$ cat src/rtl/sa_pkg.sv
`timescale 1ns/1ps
package sa_pkg;

  // Width of an index that selects one of n columns (at least one bit).
  function automatic int idx_w(input int n);
    return (n > 1) ? $clog2(n) : 1;
  endfunction

  // Minimum accumulator width for n products of two aw-bit signed values.
  function automatic int acc_w_min(input int aw, input int n);
    return 2 * aw + idx_w(n) + 1;
  endfunction

  // Fixed latency from a presented vector to its aligned result row.
  function automatic int row_latency(input int n);
    return 2 * n - 1;
  endfunction

endpackage

$ cat src/rtl/sa_delay.sv
`timescale 1ns/1ps
// Plain register chain of parameterised depth; depth 0 is a wire.
module sa_delay #(
  parameter int W = 8,
  parameter int D = 1
) (
  input  logic         clk,
  input  logic         rst_n,
  input  logic [W-1:0] d_i,
  output logic [W-1:0] d_o
);

  generate
    if (D == 0) begin : g_wire
      logic clk_unused;
      assign clk_unused = clk ^ rst_n;
      assign d_o = d_i;
    end else begin : g_chain
      logic [W-1:0] stage_q [D];
      logic [W-1:0] stage_n [D];

      always_comb begin
        stage_n[0] = d_i;
        for (int s = 1; s < D; s++) begin
          stage_n[s] = stage_q[s-1];
        end
      end

      always_ff @(posedge clk or negedge rst_n) begin
        if (!rst_n) begin
          for (int s = 0; s < D; s++) begin
            stage_q[s] <= '0;
          end
        end else begin
          for (int s = 0; s < D; s++) begin
            stage_q[s] <= stage_n[s];
          end
        end
      end

      assign d_o = stage_q[D-1];
    end
  endgenerate

endmodule

$ cat src/rtl/sa_cell.sv
`timescale 1ns/1ps
// One grid cell: holds a weight, forwards the activation item east,
// forwards the running sum south.
module sa_cell #(
  parameter int AW  = 8,
  parameter int SW  = 32,
  parameter int TW  = 2,
  parameter int COL = 0
) (
  input  logic                 clk,
  input  logic                 rst_n,
  input  logic signed [AW-1:0] a_i,
  input  logic                 ld_i,
  input  logic [TW-1:0]        tag_i,
  input  logic signed [SW-1:0] ps_i,
  output logic signed [AW-1:0] a_o,
  output logic                 ld_o,
  output logic [TW-1:0]        tag_o,
  output logic signed [SW-1:0] ps_o
);

  localparam int PW = 2 * AW;

  logic signed [AW-1:0] a_q, w_q, w_n;
  logic                 ld_q;
  logic [TW-1:0]        tag_q;
  logic signed [SW-1:0] ps_q, ps_n;
  logic signed [PW-1:0] prod;
  logic                 w_en;

  // Next-state logic
  always_comb begin
    w_en = ld_i && (tag_i == TW'(COL));
    w_n  = a_i;
    prod = a_i * w_q;
    if (ld_i) begin
      ps_n = ps_i;
    end else begin
      ps_n = ps_i + {{(SW-PW){prod[PW-1]}}, prod};
    end
  end

  // Registers
  always_ff @(posedge clk or negedge rst_n) begin
    if (!rst_n) begin
      a_q   <= '0;
      ld_q  <= 1'b0;
      tag_q <= '0;
      ps_q  <= '0;
      w_q   <= '0;
    end else begin
      a_q   <= a_i;
      ld_q  <= ld_i;
      tag_q <= tag_i;
      ps_q  <= ps_n;
      if (w_en) begin
        w_q <= w_n;
      end
    end
  end

  assign a_o   = a_q;
  assign ld_o  = ld_q;
  assign tag_o = tag_q;
  assign ps_o  = ps_q;

endmodule

$ cat src/rtl/sysarr_top.sv
`timescale 1ns/1ps
module sysarr_top #(
  parameter int N  = 4,
  parameter int AW = 8,
  parameter int SW = 32
) (
  input  logic            clk,
  input  logic            rst_n,
  input  logic            vec_valid_i,
  input  logic            vec_load_i,
  input  logic            vec_last_i,
  input  logic [N*AW-1:0] vec_i,
  output logic            res_valid_o,
  output logic [N*SW-1:0] res_o,
  output logic            done_o
);

  localparam int TW  = sa_pkg::idx_w(N);
  localparam int IW  = AW + 1 + TW;          // {act, load flag, column tag}
  localparam int LAT = sa_pkg::row_latency(N);

  // ---------------------------------------------------------------
  // Load column counter
  // ---------------------------------------------------------------
  logic [TW-1:0] ld_col_q, ld_col_n;
  logic          ld_col_en;

  always_comb begin
    ld_col_en = vec_valid_i;
    if (!vec_load_i) begin
      ld_col_n = '0;
    end else if (ld_col_q == TW'(N-1)) begin
      ld_col_n = '0;
    end else begin
      ld_col_n = ld_col_q + TW'(1);
    end
  end

  always_ff @(posedge clk or negedge rst_n) begin
    if (!rst_n) begin
      ld_col_q <= '0;
    end else if (ld_col_en) begin
      ld_col_q <= ld_col_n;
    end
  end

  // ---------------------------------------------------------------
  // Input items and per-row skew (row r delayed by r cycles)
  // ---------------------------------------------------------------
  logic [IW-1:0] item_in [N];
  logic [IW-1:0] item_sk [N];

  always_comb begin
    for (int r = 0; r < N; r++) begin
      if (vec_valid_i) begin
        item_in[r] = {vec_i[r*AW +: AW], vec_load_i,
                      (vec_load_i ? ld_col_q : TW'(0))};
      end else begin
        item_in[r] = '0;
      end
    end
  end

  generate
    for (genvar r = 0; r < N; r++) begin : g_skew
      sa_delay #(.W(IW), .D(r)) u_skew (
        .clk   (clk),
        .rst_n (rst_n),
        .d_i   (item_in[r]),
        .d_o   (item_sk[r])
      );
    end
  endgenerate

  // ---------------------------------------------------------------
  // Cell grid
  // ---------------------------------------------------------------
  logic signed [AW-1:0] act  [N][N];
  logic                 ldf  [N][N];
  logic [TW-1:0]        tagf [N][N];
  logic signed [SW-1:0] ps   [N][N];

  generate
    for (genvar r = 0; r < N; r++) begin : g_row
      for (genvar c = 0; c < N; c++) begin : g_col
        logic signed [AW-1:0] a_w;
        logic                 ld_w;
        logic [TW-1:0]        tag_w;
        logic signed [SW-1:0] ps_w;

        if (c == 0) begin : g_west_edge
          assign a_w   = item_sk[r][IW-1 -: AW];
          assign ld_w  = item_sk[r][TW];
          assign tag_w = item_sk[r][TW-1:0];
        end else begin : g_west_cell
          assign a_w   = act[r][c-1];
          assign ld_w  = ldf[r][c-1];
          assign tag_w = tagf[r][c-1];
        end

        if (r == 0) begin : g_top_edge
          assign ps_w = '0;
        end else begin : g_top_cell
          assign ps_w = ps[r-1][c];
        end

        sa_cell #(.AW(AW), .SW(SW), .TW(TW), .COL(c)) u_cell (
          .clk   (clk),
          .rst_n (rst_n),
          .a_i   (a_w),
          .ld_i  (ld_w),
          .tag_i (tag_w),
          .ps_i  (ps_w),
          .a_o   (act[r][c]),
          .ld_o  (ldf[r][c]),
          .tag_o (tagf[r][c]),
          .ps_o  (ps[r][c])
        );
      end

      // Items leaving the east edge are dropped.
      logic [IW-1:0] east_unused;
      assign east_unused = {act[r][N-1], ldf[r][N-1], tagf[r][N-1]};
    end
  endgenerate

  // ---------------------------------------------------------------
  // Output de-skew (column c delayed by N-1-c cycles)
  // ---------------------------------------------------------------
  generate
    for (genvar c = 0; c < N; c++) begin : g_deskew
      sa_delay #(.W(SW), .D(N-1-c)) u_deskew (
        .clk   (clk),
        .rst_n (rst_n),
        .d_i   (ps[N-1][c]),
        .d_o   (res_o[c*SW +: SW])
      );
    end
  endgenerate

  // ---------------------------------------------------------------
  // Row valid and batch-end flags
  // ---------------------------------------------------------------
  logic [1:0] flag_in, flag_out;

  assign flag_in = {vec_valid_i && !vec_load_i,
                    vec_valid_i && !vec_load_i && vec_last_i};

  sa_delay #(.W(2), .D(LAT)) u_flags (
    .clk   (clk),
    .rst_n (rst_n),
    .d_i   (flag_in),
    .d_o   (flag_out)
  );

  assign res_valid_o = flag_out[1];
  assign done_o      = flag_out[0];

endmodule

$ cat config.mk
export PLATFORM = sky130hd
export DESIGN_NAME = sysarr_top
export DESIGN_NICKNAME = d
export VERILOG_FILES = /design/src/rtl/sa_pkg.sv /design/src/rtl/sa_delay.sv /design/src/rtl/sa_cell.sv /design/src/rtl/sysarr_top.sv
export SDC_FILE = /design/constraint.sdc
export NUM_CORES = 2
export LEC_CHECK = 0
export BUFFER_PORTS_ARGS = -buffer_cell sky130_fd_sc_hd__buf_2
export CORE_MARGIN = 5
export CORE_UTILIZATION = 29
export CTS_CLUSTER_DIAMETER = 60
export DETAILED_ROUTE_END_ITERATION = 8
export SETUP_SLACK_MARGIN = 0.15
export SYNTH_ARGS = -nofsm -noshare
export SYNTH_HDL_FRONTEND = slang
export SYNTH_SLANG_ARGS = --single-unit
export TNS_END_PERCENT = 20
$ cat constraint.sdc
create_clock -name clk -period 16.35 [get_ports clk]
set_clock_uncertainty 0.05 [all_clocks]
set_input_delay 2.4525 -clock clk [delete_from_list [all_inputs] [get_ports clk]]
set_output_delay 2.4525 -clock clk [all_outputs]
set_load 0.05 [all_outputs]
==> impl_metrics.toml <==
[critical_path]
crit_buf_inv = 1
crit_path_max_fanout = 21
critical_path_class = "reg -> reg"
crit_top_cell = "fa_1"
path_cells = "nand2_1 > fa_1 > fa_1 > fa_1 > inv_1 > fa_1 > ha_1 > nand2_1 > a211o_1 > o21ai_0 > o31ai_1 > xnor2_2 > ha_1 > a21o_1 > a311o_1 > nor4_1 > a21oi_1 > o21ai_0 > o21ai_0 > a31o_2 > nor4_1 > xnor2_1"
worstPathRequired_ns = 17.02
max_stage_delay_ns = 0.86
worst_ep_arrival_time_ns = 8.42
cp-start-kind = "flip-flop"
endpoint_kind = "flip-flop"
crit_family = "adder cells"
critPathSlowestCell = "xnor2_2"

[synthesis]
ys_seq_elements = 946
syn_area_sq_mm = 0.0830
synth_area_per_cell_sq_um = 9.98
synth-edff-count = 0
synth_nets = 10000
synth_cells = 8320
ys_types = 79
ys_warn_count = 0
async_flop_share_pct = 100
seq_area_frac_synth_pct = 28.5
synth-main-ff-cell = "dfrtp_1"

[global_route]
overflow = 0
grt_max_degree = 150
grt_pass1_vias = 56900
grt_pass1_wl_microns = 303000
grt.total_usage_pct = 12.3
antenna_found_initial = 16

[clock_tree]
ctsResizeCount = 0
clock-sinks = 946
numCtsBuffers = 114
hold_buffers = 0
h-tree-depth = 3
path_clk_slew_ns = 0.06
cts_tree = "built"
cts-root-buf = "clkbuf_16"
clk_path_buf_depth = 3
clk_latency_ns = 0.77
postCtsSetupRepairBufs = 0

[detailed_routing]
vias = 55300
drt-vias-per-instance = 4.47
routed_wl_microns = 181000
wire_per_inst_microns = 14.6
drt_iter0_markers = 2690
drcViolationCount = 0
ant_nets = 0
dr.pass1.iters = 5

[layout]
ff_latch_area_sq_mm = 0.0237
nFillCells = 29200
fin_cells = 12400
area_growth_pct = 11.4
layout-drive-gt1-share_pct = 7.36
nets = 10200
multi_input_area_sq_mm = 0.0536
layout_commonest_cell = "inv_1"
final_cell_mix = "inv_1 (1403), dfrtp_1 (941), fa_1 (900)"

[sta]
rsz0062_at_grt = "false"
fin_crit_sh_pct = 47.4
hold_viol = 0
max_freq_mhz = 129
relSlewSlack_pct = 19.9
setup-tns-final_ns = 0
setup_viol_count_final = 0
tightest_slew_ns = 1.20
fin_crit_ns = 7.75
final_max_slew_viol_count = 0

[floorplanning]
chipHeight_microns = 545
dieArea_sq_mm = 0.297
rows = 196
pin_count = 167
die_x_microns = 545
core_area_sq_mm = 0.285
initial_core_util_pct = 29.1

[placement]
post-place-cells = 12100
place_hpwl_microns = 142000
io_buffer_count = 166
gp_congestion = 0.838

[pwr]
peakVddDrop_v = 0.000138
power_density_mw_per_mm2 = 148
power.total_mw = 13.6
p_leak_nw = 46.0

[run]
maxCapViolations = 0

[outcome]
status = "finished clean"

[worst_hold_path]
hp-class = "reg -> reg"
[cells by family (layout without fill, tap and decap cells)]
kind of cell    after synthesis  in the layout  synth area share (%)
fa+ha+maj                  1677           1677                  33.4
flops                       946            946                  28.5
buf+inv                    1535           1817                  6.94
other cells                   0              7                     0
mux                         174            174                  2.36
xor+xnor                    527            527                  5.56
simple gates               2091           2091                  13.0
compound gates             1370           1370                  10.2
[cells in the mapped netlist, drive strengths merged (12+ instances only)]
| master | number | area share (%) |
|---|---|---|
| a211oi | 28 | 0.26 |
| o21ai | 427 | 2.6 |
| and2 | 670 | 5.0 |
| nor2b | 127 | 0.96 |
| nand2 | 648 | 2.9 |
| a21o | 148 | 1.3 |
| nor2 | 223 | 1.0 |
| and3 | 66 | 0.50 |
| dfrtp | 946 | 29 |
| nand2b | 95 | 0.72 |
| or2 | 21 | 0.16 |
| clkbuf | 122 | 0.55 |
| fa | 900 | 22 |
| a31oi | 43 | 0.32 |
| nor3 | 67 | 0.40 |
| xor2 | 160 | 1.7 |
| o211ai | 28 | 0.25 |
| nand3 | 67 | 0.40 |
| mux2 | 171 | 2.3 |
| a41oi | 12 | 0.15 |
| o31ai | 29 | 0.27 |
| a211o | 16 | 0.17 |
| xnor2 | 367 | 3.9 |
| or3 | 30 | 0.23 |
| nand3b | 19 | 0.17 |
| o21bai | 111 | 1.0 |
| o21a | 43 | 0.39 |
| inv | 1403 | 6.3 |
| nand4 | 19 | 0.14 |
| a21oi | 396 | 2.4 |
| ha | 777 | 12 |
[where the power goes]
| part | leakage, nW | total (mW) | switching (mW) | internal (mW) |
|---|---|---|---|---|
| registers | 12.1 | 3.67 | 0.566 | 3.11 |
| logic | 32.0 | 7.32 | 4.37 | 2.96 |
| clock network | 1.95 | 2.65 | 1.14 | 1.51 |
[final cells by class]
| type | instances | area share [%] |
|---|---|---|
| clock buffer | 139 | 3.33 |
| multi-input combinational | 5839 | 58.0 |
| antenna | 7 | 0.0189 |
| inverter | 1403 | 5.70 |
| tap | 3762 | 5.09 |
| timing repair buffer | 198 | 1.21 |
| clock inverter | 77 | 1.04 |
| sequential | 946 | 25.6 |
[path summary, 6_finish.rpt]
check                                                        from                                       end  slack [ns]  depth (start not counted)
worst max-delay path              g_row[3].g_col[1].u_cell.a_o[7]         g_row[3].g_col[2].u_cell.ps_o[31]        8.60                         22
worst min-delay path            g_row[3].g_col[0].u_cell.ps_o[11]  g_deskew[0].u_deskew.g_chain.stage_n[43]        0.21                          0
worst max register to register    g_row[3].g_col[1].u_cell.a_o[7]         g_row[3].g_col[2].u_cell.ps_o[31]        8.60                         22
worst min register to register  g_row[3].g_col[0].u_cell.ps_o[11]  g_deskew[0].u_deskew.g_chain.stage_n[43]        0.21                          0
max in group asynchronous                                   rst_n                  g_skew[3].u_skew.d_o[10]       11.65                          4
min in group asynchronous                                   rst_n         g_row[3].g_col[3].u_cell.ps_o[30]        1.57                          1
[state kept, by name, indices dropped and copies added, names as in the netlist]
register,cells
g_row.g_col.u_cell.ps_o,448
g_row.g_col.u_cell.w_q,128
g_deskew.u_deskew.d_o,96
g_deskew.u_deskew.g_chain.stage_n,96
g_row.g_col.u_cell.a_o,96
g_skew.u_skew.g_chain.stage_n,28
g_skew.u_skew.d_o,26
u_flags.g_chain.stage_n,12
g_row.g_col.u_cell.tag_o,9
g_row.g_col.u_cell.ld_o,3
ld_col_q,2
u_flags.d_o,2
[through the flow]
step / hold slack (ns) / util, % / instance area, sq um / worst slack, ns
2_1_floorplan: 0.281 / - / 83000 / 9.05
3_3_place_gp: 0.282 / 31.0 / 88400 / 8.52
3_5_place_dp: 0.285 / 31.0 / 88400 / 8.40
4_1_cts: 0.209 / 32.4 / 92400 / 8.62
5_1_grt: 0.225 / 32.4 / 92500 / 7.98
6_report: 0.212 / 32.4 / 92500 / 8.60
[routing by layer]
metal	track usage [%]	vias to the layer above	part of all wire (%)
met1	17.6	27200	49
li1	-	27100	-
met2	19.5	790	45
met3	1.90	192	4.2
met4	2.95	0	2.5
met5	0	-	0
Note: power is estimated with default switching activity, not from simulation.
